[config.mk]
export PLATFORM = sky130hd
export DESIGN_NAME = irq_ctl_dispatch
export DESIGN_NICKNAME = d
export VERILOG_FILES = /design/src/rtl/irq_ctl_pkg.sv /design/src/rtl/irq_csr.sv /design/src/rtl/irq_desc_addr.sv /design/src/rtl/irq_dispatch.sv /design/src/rtl/irq_ctl_dispatch.sv
export SDC_FILE = /design/constraint.sdc
export NUM_CORES = 1
export LEC_CHECK = 0
export BUFFER_PORTS_ARGS = -buffer_cell sky130_fd_sc_hd__buf_2
export CORE_MARGIN = 2
export CORE_UTILIZATION = 40
export CTS_BUF_LIST = sky130_fd_sc_hd__clkbuf_8
export CTS_CLUSTER_DIAMETER = 30
export DETAILED_ROUTE_END_ITERATION = 7
export HOLD_SLACK_MARGIN = 0.03
export PLACE_DENSITY = 0.78
export SYNTH_ARGS = -nofsm -noshare
export SYNTH_HDL_FRONTEND = slang
export SYNTH_SLANG_ARGS = --single-unit
[constraint.sdc]
create_clock -name clk -period 1.25 [get_ports clk]
set_clock_uncertainty 0.05 [all_clocks]
set_input_delay 0.0625 -clock clk [delete_from_list [all_inputs] [get_ports clk]]
set_output_delay 0.0625 -clock clk [all_outputs]
set_load 0.01 [all_outputs]
[src/rtl/irq_ctl_pkg.sv]
package irq_ctl_pkg;

    localparam int LVL_W   = 3;
    localparam int CH_W    = 4;
    localparam int CSR_W   = LVL_W + 1 + CH_W;
    localparam int EN_BIT  = LVL_W;
    localparam logic [LVL_W-1:0] LVL_OFF = '1;

    typedef struct packed {
        logic [CH_W-1:0]  chan;
        logic             en;
        logic [LVL_W-1:0] lvl;
    } csr_t;

    typedef enum logic [1:0] {
        DSP_NONE = 2'd0,
        DSP_XFER = 2'd1,
        DSP_CPU  = 2'd2
    } dsp_e;

endpackage

[src/rtl/irq_csr.sv]
module irq_csr
    import irq_ctl_pkg::*;
(
    input  logic             clk,
    input  logic             rst_n,
    input  logic             wr_en,
    input  logic [CSR_W-1:0] wr_data,
    input  logic             term_valid,
    input  logic [1:0]       term_status,
    output logic [LVL_W-1:0] lvl,
    output logic             en,
    output logic [CH_W-1:0]  chan,
    output logic [CSR_W-1:0] rd_data
);

    csr_t csr_d, csr_q;

    always_comb begin
        csr_d = csr_q;
        if (term_valid && (term_status != 2'b00)) begin
            csr_d.en = 1'b0;
        end
        if (wr_en) begin
            csr_d = csr_t'(wr_data);
        end
    end

    always_ff @(posedge clk) begin
        if (!rst_n) begin
            csr_q.lvl  <= LVL_OFF;
            csr_q.en   <= 1'b0;
            csr_q.chan <= '0;
        end else begin
            csr_q <= csr_d;
        end
    end

    assign lvl     = csr_q.lvl;
    assign en      = csr_q.en;
    assign chan    = csr_q.chan;
    assign rd_data = {{(CSR_W-1-EN_BIT){1'b0}}, csr_q.en, csr_q.lvl};

    AST_TERM_CLEARS_EN: assert property (@(posedge clk) disable iff (!rst_n)
        (term_valid && (term_status != 2'b00) && !wr_en) |=> !en);

    AST_WRITE_WINS: assert property (@(posedge clk) disable iff (!rst_n)
        wr_en |=> (en == $past(wr_data[EN_BIT])));

endmodule

[src/rtl/irq_desc_addr.sv]
module irq_desc_addr
    import irq_ctl_pkg::*;
#(
    parameter int                ADDR_W      = 24,
    parameter logic [ADDR_W-1:0] DESC_BASE   = 24'h000100,
    parameter int                STRIDE_LOG2 = 3
) (
    input  logic [CH_W-1:0]   chan,
    output logic [ADDR_W-1:0] addr
);

    logic [ADDR_W-1:0] offset;

    always_comb begin
        offset = ADDR_W'(chan) << STRIDE_LOG2;
        addr   = DESC_BASE + offset;
    end

endmodule

[src/rtl/irq_dispatch.sv]
module irq_dispatch
    import irq_ctl_pkg::*;
#(
    parameter int                ADDR_W      = 24,
    parameter logic [ADDR_W-1:0] DESC_BASE   = 24'h000100,
    parameter int                STRIDE_LOG2 = 3
) (
    input  logic              clk,
    input  logic              rst_n,
    input  logic              req,
    input  logic [LVL_W-1:0]  cpu_lvl,
    input  logic [LVL_W-1:0]  lvl,
    input  logic              en,
    input  logic              term_valid,
    input  logic [ADDR_W-1:0] addr_in,
    output logic              xfer_start,
    output logic              irq_start,
    output logic [ADDR_W-1:0] desc_addr
);

    localparam logic [ADDR_W-1:0] ADDR_MAX =
        DESC_BASE + (ADDR_W'((1 << CH_W) - 1) << STRIDE_LOG2);

    typedef struct packed {
        logic              armed;
        dsp_e              kind;
        logic [ADDR_W-1:0] addr;
    } dsp_state_t;

    dsp_state_t st_d, st_q;
    logic       eligible;
    logic       fire;

    always_comb begin
        eligible   = req && (lvl != LVL_OFF) && (lvl < cpu_lvl);
        fire       = eligible && st_q.armed;
        st_d       = st_q;
        st_d.kind  = DSP_NONE;
        st_d.addr  = '0;
        if (fire) begin
            st_d.armed = 1'b0;
            if (en) begin
                st_d.kind = DSP_XFER;
                st_d.addr = addr_in;
            end else begin
                st_d.kind = DSP_CPU;
            end
        end else if (!req || term_valid) begin
            st_d.armed = 1'b1;
        end
    end

    always_ff @(posedge clk) begin
        if (!rst_n) begin
            st_q.armed <= 1'b1;
            st_q.kind  <= DSP_NONE;
            st_q.addr  <= '0;
        end else begin
            st_q <= st_d;
        end
    end

    assign xfer_start = (st_q.kind == DSP_XFER);
    assign irq_start  = (st_q.kind == DSP_CPU);
    assign desc_addr  = st_q.addr;

    AST_NEEDS_REQ: assert property (@(posedge clk) disable iff (!rst_n)
        (xfer_start || irq_start) |-> $past(req));

    AST_LVL_OFF_SILENT: assert property (@(posedge clk) disable iff (!rst_n)
        (lvl == LVL_OFF) |=> !(xfer_start || irq_start));

    AST_XFER_NEEDS_EN: assert property (@(posedge clk) disable iff (!rst_n)
        xfer_start |-> $past(en));

    AST_CPU_NEEDS_NO_EN: assert property (@(posedge clk) disable iff (!rst_n)
        irq_start |-> !$past(en));

    AST_ADDR_IN_WINDOW: assert property (@(posedge clk) disable iff (!rst_n)
        xfer_start |-> ((desc_addr >= DESC_BASE) && (desc_addr <= ADDR_MAX)));

    AST_ONE_CYCLE_PULSE: assert property (@(posedge clk) disable iff (!rst_n)
        (xfer_start || irq_start) |=> !(xfer_start || irq_start));

endmodule

[src/rtl/irq_ctl_dispatch.sv]
module irq_ctl_dispatch
    import irq_ctl_pkg::*;
#(
    parameter int                ADDR_W      = 24,
    parameter logic [ADDR_W-1:0] DESC_BASE   = 24'h000100,
    parameter int                STRIDE_LOG2 = 3
) (
    input  logic              clk,
    input  logic              rst_n,
    input  logic              wr_en,
    input  logic [CSR_W-1:0]  wr_data,
    output logic [CSR_W-1:0]  rd_data,
    input  logic              req,
    input  logic [LVL_W-1:0]  cpu_lvl,
    input  logic              term_valid,
    input  logic [1:0]        term_status,
    output logic              xfer_start,
    output logic              irq_start,
    output logic [ADDR_W-1:0] desc_addr
);

    logic [LVL_W-1:0]  lvl;
    logic              en;
    logic [CH_W-1:0]   chan;
    logic [ADDR_W-1:0] chan_addr;

    irq_csr u_csr (
        .clk         (clk),
        .rst_n       (rst_n),
        .wr_en       (wr_en),
        .wr_data     (wr_data),
        .term_valid  (term_valid),
        .term_status (term_status),
        .lvl         (lvl),
        .en          (en),
        .chan        (chan),
        .rd_data     (rd_data)
    );

    irq_desc_addr #(
        .ADDR_W      (ADDR_W),
        .DESC_BASE   (DESC_BASE),
        .STRIDE_LOG2 (STRIDE_LOG2)
    ) u_addr (
        .chan (chan),
        .addr (chan_addr)
    );

    irq_dispatch #(
        .ADDR_W      (ADDR_W),
        .DESC_BASE   (DESC_BASE),
        .STRIDE_LOG2 (STRIDE_LOG2)
    ) u_dsp (
        .clk        (clk),
        .rst_n      (rst_n),
        .req        (req),
        .cpu_lvl    (cpu_lvl),
        .lvl        (lvl),
        .en         (en),
        .term_valid (term_valid),
        .addr_in    (chan_addr),
        .xfer_start (xfer_start),
        .irq_start  (irq_start),
        .desc_addr  (desc_addr)
    );

endmodule

==> Yosys cells after proc, flatten, opt, wreduce, memory -nomap -nowiden <==
Cells that the tools add are included.
{ "word_totals": {"register_bits": 35, "wordCells": 27, "output_inout_bits": 34, "inputBits": 18} }
{ "classes": {"n_reduce_logical": 11, "order_cmp": 1, "eq_ne": 3, "add_sub_neg": 1, "n_mux": 5} }
{ "op_table": {"columns": ["operator", "count"], "rows": [
  ["9-bit by 7-bit adder with 10-bit output (first input constant)", 1],
  ["2-bit nonzero test", 3],
  ["1-bit logical AND", 4],
  ["4-bit two-way mux", 1],
  ["3-bit less-than comparator", 1],
  ["1-bit two-way mux", 3],
  ["3-bit inequality test (second input constant)", 1],
  ["3-bit AND reduction", 1],
  ["2-bit by 1-bit equality test with 1-bit output (second input constant)", 1],
  ["2-bit equality test (second input constant)", 1],
  ["2-bit two-way mux", 1],
  ["2-bit AND reduction", 1],
  ["1-bit logical NOT", 1],
  ["1-bit logical OR", 1]
]} }

==> Logic depth before layout (Yosys ltp) <==
Gate-level depths: netlist of the first run.
{ "depth": {"depth_word": 5, "ltp_mapped": 5} }

==> Cells and area by module <==
From an unflattened synthesis of the first run, not the netlist that was laid out.
{ "unflattened": {"cells_unflattened": 183, "area_unflattened_um2": 1781.7} }
{ "by_module_without_submodules": {"columns": ["module", "area_each_um2", "n_inst", "cells_per_inst"], "rows": [
  ["irq_dispatch", 1228.7, 1, 122],
  ["irq_csr", 365.4, 1, 35],
  ["irq_desc_addr", 187.7, 1, 26]
]} }

==> Worst setup path before layout of the first run <==
Ideal clock, no wire load.
{ "synth_timing": {"kind": "register to register", "start": "register, netlist name u_csr.lvl[1]", "end": "register u_dsp.st_q[26] (netlist bit)", "required_time_ns": 1.078, "setup_slack_ns": -0.096, "arrival_ns": 1.174, "period_less_slack_ns": 1.346, "n_path_buf": 0, "path_stages_with_launch": 5, "setup_ns": 0.122, "cell_sequence": "dfxtp_1 -> ha_1 -> o21ai_0 -> a21oi_4 -> o32a_1"} }
{ "synth_between": {"elab_chain_cells": 5, "elab_cells_between_ends": 7, "cone_classes": "order compare (1); eq/ne (1); mux (1); reduce/logical (4)"} }
{ "synth_rtl": {"columns": ["item", "line", "text"], "rows": [
  ["branches (longest 2 deep; another with 3-bit less-than comparator)", null, null],
  ["1-bit logical AND (*)", "irq_dispatch.sv:35", "eligible = req && (lvl != LVL_OFF) && (lvl < cpu_lvl);"],
  ["1-bit logical AND (*)", "irq_dispatch.sv:36", "fire = eligible && st_q.armed;"],
  ["1-bit two-way mux or 2-bit nonzero test (tied branches)", null, null],
  ["to (signal assigned)", "irq_dispatch.sv:59", "st_q <= st_d;"],
  ["to (decl)", "irq_dispatch.sv:30", "dsp_state_t st_d, st_q;"]
]} }
Every way passes the cells marked *.
A chain may end at the register's enable or synchronous reset.

==> Worst setup path after layout of the first run <==
{ "layout_timing": {"start": "register, netlist name u_csr.lvl[1]", "end": "register u_dsp.st_q[26] (netlist bit)"} }
{ "layout_between": {"elab_chain_cells": 5, "elab_cells_between_ends": 7, "cone_classes": "order compare (1); eq/ne (1); mux (1); reduce/logical (4)"} }
{ "layout_rtl": {"columns": ["item", "line"], "rows": [
  ["branches (longest 2 deep; another with 3-bit less-than comparator)", null],
  ["1-bit logical AND (*)", "irq_dispatch.sv:35"],
  ["1-bit logical AND (*)", "irq_dispatch.sv:36"],
  ["1-bit two-way mux or 2-bit nonzero test (tied branches)", null]
]} }
Marks and branches as above.

==> summary.md, run 1 <==
| Metric | Value |
|---|---|
| Status | `completed` |
| Maximum Capacitance Violations | `0` |
| Ant diodes | `0` |
| Area leader, netlist | `dfxtp_1` |
| Total GRT Usage | `12.59%` |
| Req. time, crit path | `1.34 ns` |
| Final period util | `97.14%` |
| First-pass GRT wire length | `2.325 mm` |
| Slowest stage delay, CP | `0.35 ns` |
| CTS tree | `yes` |
| Synth unique cells | `20` |
| Nets@finish | `147` |
| Number of I/O pins | `52` |
| Crit end category | `flop` |
| Port Buffers | `28` |
| Initial core utilization | `43.44%` |
| Crit path cell chain | `ha_4 -> o21ai_2 -> a21oi_4 -> buf_12 -> o32a_1` |
| PD cells | `1089 nW/µm²` |
| Cell Area, Synth | `878.3 µm²` |
| Post-Syn Area per Cell | `9.759 µm²` |
| Core area | `2022 µm²` |
| Crit Path Max Fanout | `8` |
| TritonCTS buffer count | `3` |
| Most frequent cells in the layout | `buf_2, conb_1, dfxtp_1` |
| Final setup violation count | `0` |
| Die area | `2587 µm²` |
| Row count | `16` |
| Final core utilization | `55.01%` |
| Clk_lat worst skew | `0.25 ns` |
| Clk sink count | `16` |
| Post-DP HPWL | `1.118 mm` |
| Max Clock Freq | `823.5 MHz` |
| Total gr overflow | `0` |
| Drt total wl | `1.496 mm` |
| Top-area cell type share of the netlist area | `36.47%` |
| Initial drt markers | `4` |
| DRC viols | `0` |
| Hold_ws | `0.02519 ns` |
| Max H-tree Level | `1` |
| Hold Crit Class | `primary input to flop` |
| GPL Wtd Cong | `0.7337` |
| Crit start category | `flop` |
| CTS clk-pin slew, worst paths | `0.06 ns` |
| PnR worst setup slack | `0.03574 ns` |
| Pin count of the biggest net entering global routing | `10` |
| Layout cell share with drive strength beyond 1 | `38.10%` |
| Flops & latches, synth | `16` |
| Yosys warns | `0` |
| WP data arrival | `1.31 ns` |
| Final Hold Viols | `0` |
| CP top delay family | `compound AO/OA/AOI/OAI gates` |
| Final Max Slew Viols | `0` |
| Lkg Pwr | `0.5311 nW` |
| DIE WIDTH | `50.86 µm` |
| Setup slack at placement | `0.01241 ns` |
| Number of global-route vias before repair | `552` |
| Antenna violations before repair | `0` |
| Leading cell type in the layout, fill and taps excluded | `buf_2` |
| Main area contributors after synthesis | `dfxtp_1, buf_4, mux2i_1` |
| Clk Tree Root Cell | `clkbuf_8` |
| Maximum root-to-sink buffer count | `2` |
| Slowest cell on the critical path | `dfxtp_2` |
| Drt wl/cell | `9.778 µm` |
| Area growth, synth to finish | `26.64%` |
| Tmin final | `1.214 ns` |
| Mapped Cells | `90` |
| Pre-antenna DRT Iters | `3` |
| Crit path kind | `flop to flop` |
| Sequential share of the synthesized area | `36.47%` |
| ANT nets after route | `0` |
| Drt via density | `4.078` |
| VDD IR max | `0.0007045 V` |
| Worst Path Buf+Inv | `1` |
| Vias | `624` |
| Die extent in y | `50.86 µm` |
cell usage after synthesis:
master,instances
buf_4,29
dfxtp_1,16
nand2_1,9
mux2i_1,7
nor2b_1,6
nor3_2,5
ha_1,2
inv_1,2
nor3b_2,2
o21ai_0,2
a21boi_0,1
a21oi_4,1
buf_2,1
buf_6,1
conb_1,1
nand3_1,1
nand3b_1,1
nand4bb_1,1
nor2_1,1
o32a_1,1
stage by stage:
stage	std cells	power [W]	setup TNS (ns)	instance area (µm²)
after floorplan	112	0.0007193	0	964.7
after global placement	139	0.0007147	0	927.1
after detailed placement	139	0.0007201	0	927.1
after CTS	152	0.001194	0	1072
after global routing	153	0.001285	-0.001848	1112
final	153	0.001212	0	1112
tightest hold or removal path, delay by kind of cell:
family                 cells  cell delay, ns
buffers and inverters      1            0.08
muxes                      1            0.06
and+or+nand+nor            1            0.09
what timing repair did:
| item | CTS | global route |
|---|---|---|
| hold buffers | 9 | 0 |
| hold endpoints to repair | 8 | 0 |
| endpoints found under the setup margin | 0 | 5 |
| resized for setup | 0 | 4 |
| buffers inserted | 0 | 1 |
path summary, 6_finish.rpt:
check                                    from            endpoint  slack, ns  depth (start not counted)
worst min-delay path               wr_data[7]       u_csr.chan[3]       0.03                          3
worst min register to register  u_csr.chan[2]  u_dsp.desc_addr[5]       0.40                          2
worst max register to register   u_csr.lvl[1]      u_dsp.st_q[26]       0.04                          5
worst max-delay path             u_csr.lvl[1]      u_dsp.st_q[26]       0.04                          5
report_power, final:
part	leakage [nW]	total, W	internal (W)	switching [W]
Combinational	0.372	0.000215	0.000106	0.000110
Clock	0.0288	0.000453	0.000279	0.000174
Sequential	0.130	0.000543	0.000529	0.0000147
Total	0.531	0.00121	0.000914	0.000298
cell families (layout without fill, tap and decap cells):
logic type / Yosys count / in the layout / share of synthesized area (%)
multiplexers: 7 / 7 / 7.978
AO/OA/AOI/OAI: 5 / 5 / 4.987
flip-flops: 16 / 16 / 36.47
AND/OR/NAND/NOR: 26 / 26 / 19.80
buffers and inverters: 33 / 47 / 27.49
adder cells (fa/ha/maj): 2 / 2 / 2.849
other: 1 / 23 / 0.4269
final cells by class:
| class | instances | area [µm²] |
|---|---|---|
| Fill cell | 189 | 909.6 |
| Timing Repair Buffer | 41 | 276.5 |
| Sequential cell | 16 | 321.6 |
| Clock buffer | 4 | 55.05 |
| Inverter | 2 | 7.507 |
| Tap cell | 27 | 33.78 |
| Multi-Input combinational cell | 63 | 417.9 |
routing by layer:
layer,track usage (%),vias to the layer above,part of all wire (%)
li1,-,313,-
met1,12.55,266,38
met2,20.18,34,49
met3,7.018,11,8.9
met4,8.108,0,4.1
met5,0,-,0
flip-flops by register name (all words and copies together) (netlist names):
register         count
u_dsp.desc_addr      5
u_csr.en             1
u_csr.chan           4
u_csr.lvl            3
u_dsp.st_q           3
No activity file was read; power rests on OpenSTA's default activity.
==> run 2: changes to the inputs <==
- CORE_UTILIZATION: 40 -> 35
- PLACE_DENSITY: 0.78 -> 0.67
==> summary.md, run 2 (synthesized netlist as in run 1, its figures left out) <==
| Metric | Value |
|---|---|
| Area growth, synth to finish | `25.21% (was 26.64%)` |
| Core area | `2432 µm² (was 2022 µm²)` |
| Total gr overflow | `0 (unchanged)` |
| Worst reg2reg path depth | `5 (unchanged)` |
| PD cells | `1109 nW/µm² (was 1089 nW/µm²)` |
| DRC viols | `0 (unchanged)` |
| DIE WIDTH | `54.10 µm (was 50.86 µm)` |
| Clk Tree Root Cell | `clkbuf_8 (unchanged)` |
| Initial drt markers | `3 (was 4)` |
| GPL Wtd Cong | `0.7233 (was 0.7337)` |
| Crit end category | `flop (unchanged)` |
| Clk sink count | `16 (unchanged)` |
| Final Max Slew Viols | `0 (unchanged)` |
| Final period util | `97.41% (was 97.14%)` |
| Port Buffers | `28 (unchanged)` |
| Total GRT Usage | `11.65% (was 12.59%)` |
| WP data arrival | `1.34 ns (was 1.31 ns)` |
| Die extent in y | `54.10 µm (was 50.86 µm)` |
| Lkg Pwr | `0.5221 nW (was 0.5311 nW)` |
| Crit start category | `flop (unchanged)` |
| Status | `completed (unchanged)` |
| Hold_ws | `0.02620 ns (was 0.02519 ns)` |
| Nets@finish | `142 (was 147)` |
| Drt via density | `4.172 (was 4.078)` |
| ANT nets after route | `0 (unchanged)` |
| Fill cell count | `231 (was 189)` |
| Max H-tree Level | `1 (unchanged)` |
| CTS tree | `yes (unchanged)` |
| Pin count of the biggest net entering global routing | `10 (unchanged)` |
| Leading cell type in the layout, fill and taps excluded | `buf_2 (unchanged)` |
| Initial core utilization | `36.11% (was 43.44%)` |
| Hold Crit Depth | `3 (unchanged)` |
| Crit Path Max Fanout | `7 (was 8)` |
| Clk_lat worst skew | `0.25 ns (about the same)` |
| Final setup violation count | `0 (unchanged)` |
| Antenna violations before repair | `0 (unchanged)` |
| Most frequent cells in the layout | `buf_2, conb_1, dfxtp_1 (unchanged)` |
| Final Hold Viols | `0 (unchanged)` |
| Tmin final | `1.218 ns (was 1.214 ns)` |
| Largest reg by FF count | `u_dsp.desc_addr (unchanged)` |
| Row count | `18 (was 16)` |
| Maximum root-to-sink buffer count | `2 (unchanged)` |
| Pre-antenna DRT Iters | `3 (unchanged)` |
| Req. time, crit path | `1.37 ns (was 1.34 ns)` |
| Ant diodes | `0 (unchanged)` |
| Cell Area, Placed | `930.9 µm² (was 927.1 µm²)` |
| First-pass GRT wire length | `2.359 mm (was 2.325 mm)` |
| Drt wl/cell | `10.17 µm (was 9.778 µm)` |
| Drt total wl | `1.536 mm (was 1.496 mm)` |
| Layout cell share with drive strength beyond 1 | `41.32% (was 38.10%)` |
| CTS clk-pin slew, worst paths | `0.07 ns (was 0.06 ns)` |
| TNS Setup | `0 ns (unchanged)` |
| Max Clock Freq | `821.3 MHz (was 823.5 MHz)` |
| Number of I/O pins | `52 (unchanged)` |
| VDD IR max | `0.0005688 V (was 0.0007045 V)` |
| Largest regs | `u_dsp.desc_addr x5, u_csr.chan x4 (unchanged)` |
| Final instance area | `1100 µm² (was 1112 µm²)` |
| Die area | `2926 µm² (was 2587 µm²)` |
| Number of global-route vias before repair | `552 (unchanged)` |
| Hold Crit Class | `primary input to flop (unchanged)` |
| Maximum Capacitance Violations | `0 (unchanged)` |
| Vias | `630 (was 624)` |
| Max reg flops | `5 (unchanged)` |
| TritonCTS buffer count | `3 (unchanged)` |
| Crit path kind | `flop to flop (unchanged)` |
[run 2: changes by cell type in the layout (fill, tap and decap cells not counted), sizes merged]
cell,before,now
dlygate4sd3,9,4
[run 2: routing by layer]
layer	routed length [µm]	vias up	part of all wire (%)	track usage, %
li1	-	302	-	-
met1	550	292	36	11.28
met2	829	32	54	22.56
met3	124	4	8.1	2.500
met4	31	0	2.0	6.250
met5	0	-	0	0
[run 2: through the flow]
step / util (%) / total power (W) / cells / setup WS, ns
5_1_grt: 45.22 / 0.001272 / 151 / -0.001788
6_report: 45.22 / 0.001219 / 151 / 0.03241
3_3_place_gp: 38.27 / 0.0007151 / 142 / 0.04437
4_1_cts: 43.72 / 0.001200 / 151 / -0.005151
3_5_place_dp: 38.27 / 0.0007211 / 142 / -0.01246
2_1_floorplan: - / 0.0007193 / 112 / 0.02274
[run 2: worst paths after layout]
path                                     from            endpoint  slack (ns)
worst min-delay path               wr_data[3]            u_csr.en        0.03
worst max-delay path             u_csr.lvl[1]  u_dsp.desc_addr[4]        0.03
worst min register to register  u_csr.chan[2]  u_dsp.desc_addr[5]        0.40
worst max register to register   u_csr.lvl[1]  u_dsp.desc_addr[4]        0.03
[run 2: report_power, final]
group	internal (W)	switching [W]	total, W	leakage (nW)
Combinational	0.000103	0.000116	0.000219	0.363
Sequential	0.000529	0.0000169	0.000546	0.130
Clock	0.000279	0.000176	0.000455	0.0288
[run 2: cell type report]
class / instances / area [µm²] / area share (%)
multi-input cells: 63 / 450.4 / 40.96
flip-flops and latches: 16 / 322.8 / 29.35
repair buffers: 36 / 226.5 / 20.59
clock buffers: 4 / 55.05 / 5.006
well taps: 30 / 37.54 / 3.413
inverters: 2 / 7.507 / 0.6826
[run 2: repair_timing]
| action | 4_1_cts | 5_1_grt |
|---|---|---|
| pin swaps | 4 | 4 |
| hold buffers | 4 | 0 |
| buffers inserted | 1 | 0 |
| setup endpoints to repair | 2 | 7 |
| gates resized for setup | 4 | 5 |
| hold endpoints to repair | 4 | 0 |
[run 2: critical path: stages (launching register included)]
cell and delay [ns]:
dfxtp_2 0.34, ha_4 0.24, o21ai_4 0.14, a21oi_4 0.05, buf_12 0.14, nor3_4 0.17
==> run 3: changes to the inputs <==
- CELL_PAD_IN_SITES_DETAIL_PLACEMENT: not set -> 0
- CELL_PAD_IN_SITES_GLOBAL_PLACEMENT: not set -> 1
- CORE_UTILIZATION: 35 -> 28
- PLACE_DENSITY: 0.67 -> 0.74
==> summary.md, run 3 (synthesized netlist as in run 1, its figures left out) <==
| Metric | Value |
|---|---|
| Final setup violation count | `0 (unchanged)` |
| Core area | `3028 µm² (was 2432 µm²)` |
| WP data arrival | `1.33 ns (was 1.34 ns)` |
| Port Buffers | `28 (unchanged)` |
| Max reg flops | `5 (unchanged)` |
| TNS Setup | `0 ns (unchanged)` |
| Ant diodes | `0 (unchanged)` |
| Power Total | `0.001226 W (was 0.001219 W)` |
| ANT nets after route | `0 (unchanged)` |
| Row count | `20 (was 18)` |
| Final Max Slew Viols | `0 (unchanged)` |
| Post-DP HPWL | `1.229 mm` |
| Vias | `623 (was 630)` |
| Drt via density | `3.731 (was 4.172)` |
| DIE WIDTH | `60.01 µm (was 54.10 µm)` |
| Crit end category | `flop (unchanged)` |
| Hold_ws | `0.03433 ns (was 0.02620 ns)` |
| First-pass GRT wire length | `2.346 mm (was 2.359 mm)` |
| Hold Crit Class | `primary input to flop (unchanged)` |
| Total GRT Usage | `9.354% (was 11.65%)` |
| Drt total wl | `1.551 mm (was 1.536 mm)` |
| Initial drt markers | `2 (was 3)` |
| Clk_lat worst skew | `0.25 ns (about the same)` |
| Final period util | `95.75% (was 97.41%)` |
| Maximum root-to-sink buffer count | `2 (unchanged)` |
| CTS tree | `yes (unchanged)` |
| Crit start category | `flop (unchanged)` |
| Most frequent cells in the layout | `buf_2, conb_1, dfxtp_1 (unchanged)` |
| Largest regs | `u_dsp.desc_addr x5, u_csr.chan x4 (unchanged)` |
| Initial core utilization | `29.01% (was 36.11%)` |
| Max H-tree Level | `1 (unchanged)` |
| Crit path kind | `flop to flop (unchanged)` |
| Die extent in y | `60.01 µm (was 54.10 µm)` |
| Cell Area, Placed | `940.9 µm² (was 930.9 µm²)` |
| Nets@finish | `144 (was 142)` |
| GPL Wtd Cong | `0.6597 (was 0.7233)` |
| VDD IR max | `0.0003018 V (was 0.0005688 V)` |
| Layout cell share with drive strength beyond 1 | `39.02% (was 41.32%)` |
| Lkg Pwr | `0.5262 nW (was 0.5221 nW)` |
| Clk sink count | `16 (unchanged)` |
| Fill cell count | `323 (was 231)` |
| Crit Path Max Fanout | `7 (unchanged)` |
| Final instance area | `1135 µm² (was 1100 µm²)` |
| DRC viols | `0 (unchanged)` |
| Req. time, crit path | `1.38 ns (was 1.37 ns)` |
| PnR worst setup slack | `0.05309 ns (was 0.03241 ns)` |
| Maximum Capacitance Violations | `0 (unchanged)` |
| Setup slack at placement | `-0.04735 ns (was -0.01246 ns)` |
| Antenna violations before repair | `0 (unchanged)` |
| Total gr overflow | `0 (unchanged)` |
| Clk Tree Root Cell | `clkbuf_8 (unchanged)` |
| Max Clock Freq | `835.5 MHz (was 821.3 MHz)` |
| Largest reg by FF count | `u_dsp.desc_addr (unchanged)` |
| Tmin final | `1.197 ns (was 1.218 ns)` |
| Number of I/O pins | `52 (unchanged)` |
| Die area | `3601 µm² (was 2926 µm²)` |
| Pre-antenna DRT Iters | `2 (was 3)` |
| Pin count of the biggest net entering global routing | `10 (unchanged)` |
| Area growth, synth to finish | `29.20% (was 25.21%)` |
| TritonCTS buffer count | `3 (unchanged)` |
| PD cells | `1080 nW/µm² (was 1109 nW/µm²)` |
| Final Hold Viols | `0 (unchanged)` |
| Leading cell type in the layout, fill and taps excluded | `buf_2 (unchanged)` |
| CTS clk-pin slew, worst paths | `0.06 ns (was 0.07 ns)` |
| Drt wl/cell | `9.287 µm (was 10.17 µm)` |
| Number of global-route vias before repair | `539 (was 552)` |
| Status | `completed (unchanged)` |
==> run 3: changes by cell type in the layout (fill, tap and decap cells not counted) <==
cell | before | now
nor3b_2 | 2 | 1
nor3_4 | 2 | 0
nor3b_4 | 0 | 1
dfxtp_2 | 2 | 0
dlygate4sd3_1 | 4 | 7
nor3_2 | 3 | 5
dfxtp_1 | 14 | 15
buf_4 | 2 | 1
dfxtp_4 | 0 | 1
==> run 3: metal layers <==
layer / GRT usage [%] / vias to the layer above / share of wire (%)
li1: - / 307 / -
met1: 10.51 / 283 / 40
met2: 15.06 / 28 / 51
met3: 2.597 / 5 / 6.9
met4: 6.667 / 0 / 2.5
met5: 0 / - / 0
==> run 3: area by class of cell <==
| cell class | instances | area (µm²) | share of cell area (%) |
|---|---|---|---|
| multi-input combinational | 63 | 444.2 | 39.14 |
| clock buffer | 4 | 55.05 | 4.851 |
| sequential | 16 | 324.1 | 28.56 |
| timing repair buffer | 38 | 249.0 | 21.94 |
| tap | 44 | 55.05 | 4.851 |
| inverter | 2 | 7.507 | 0.6615 |
==> run 3: critical path, cell delays in order (launching register included) <==
cell and delay [ns]:
dfxtp_4 0.36, ha_4 0.22, o21ai_4 0.14, a21oi_4 0.06
buf_12 0.14, nor3b_2 0.16
==> run 3: where the power goes <==
part	total (W)	switching [W]	internal [W]
logic	0.000222	0.000115	0.000108
registers	0.000543	0.0000158	0.000527
clock network	0.000460	0.000181	0.000280
total	0.00123	0.000311	0.000915
==> run 3: what timing repair did <==
action,in CTS,in global routing
buffers inserted,1,0
endpoints found under the hold margin,6,0
gates resized for setup,3,5
hold buffers,7,0
endpoints found under the setup margin,7,7
pin swaps,3,1
==> run 3: worst paths after layout <==
| check | start | depth (start not counted) | slack, ns | endpoint |
|---|---|---|---|---|
| setup / recovery | u_csr.lvl[1] | 5 | 0.05 | u_dsp.desc_addr[8] |
| hold / removal | wr_data[4] | 3 | 0.03 | u_csr.chan[0] |
| setup reg to reg | u_csr.lvl[1] | 5 | 0.05 | u_dsp.desc_addr[8] |
| hold reg to reg | u_csr.chan[3] | 2 | 0.40 | u_dsp.desc_addr[6] |
==> run 3: through the flow <==
stage	cells	utilization (%)
floorplan	112	-
global placement	155	31.07
detailed placement	155	31.07
CTS	167	36.57
global route	167	37.48
finish	167	37.48
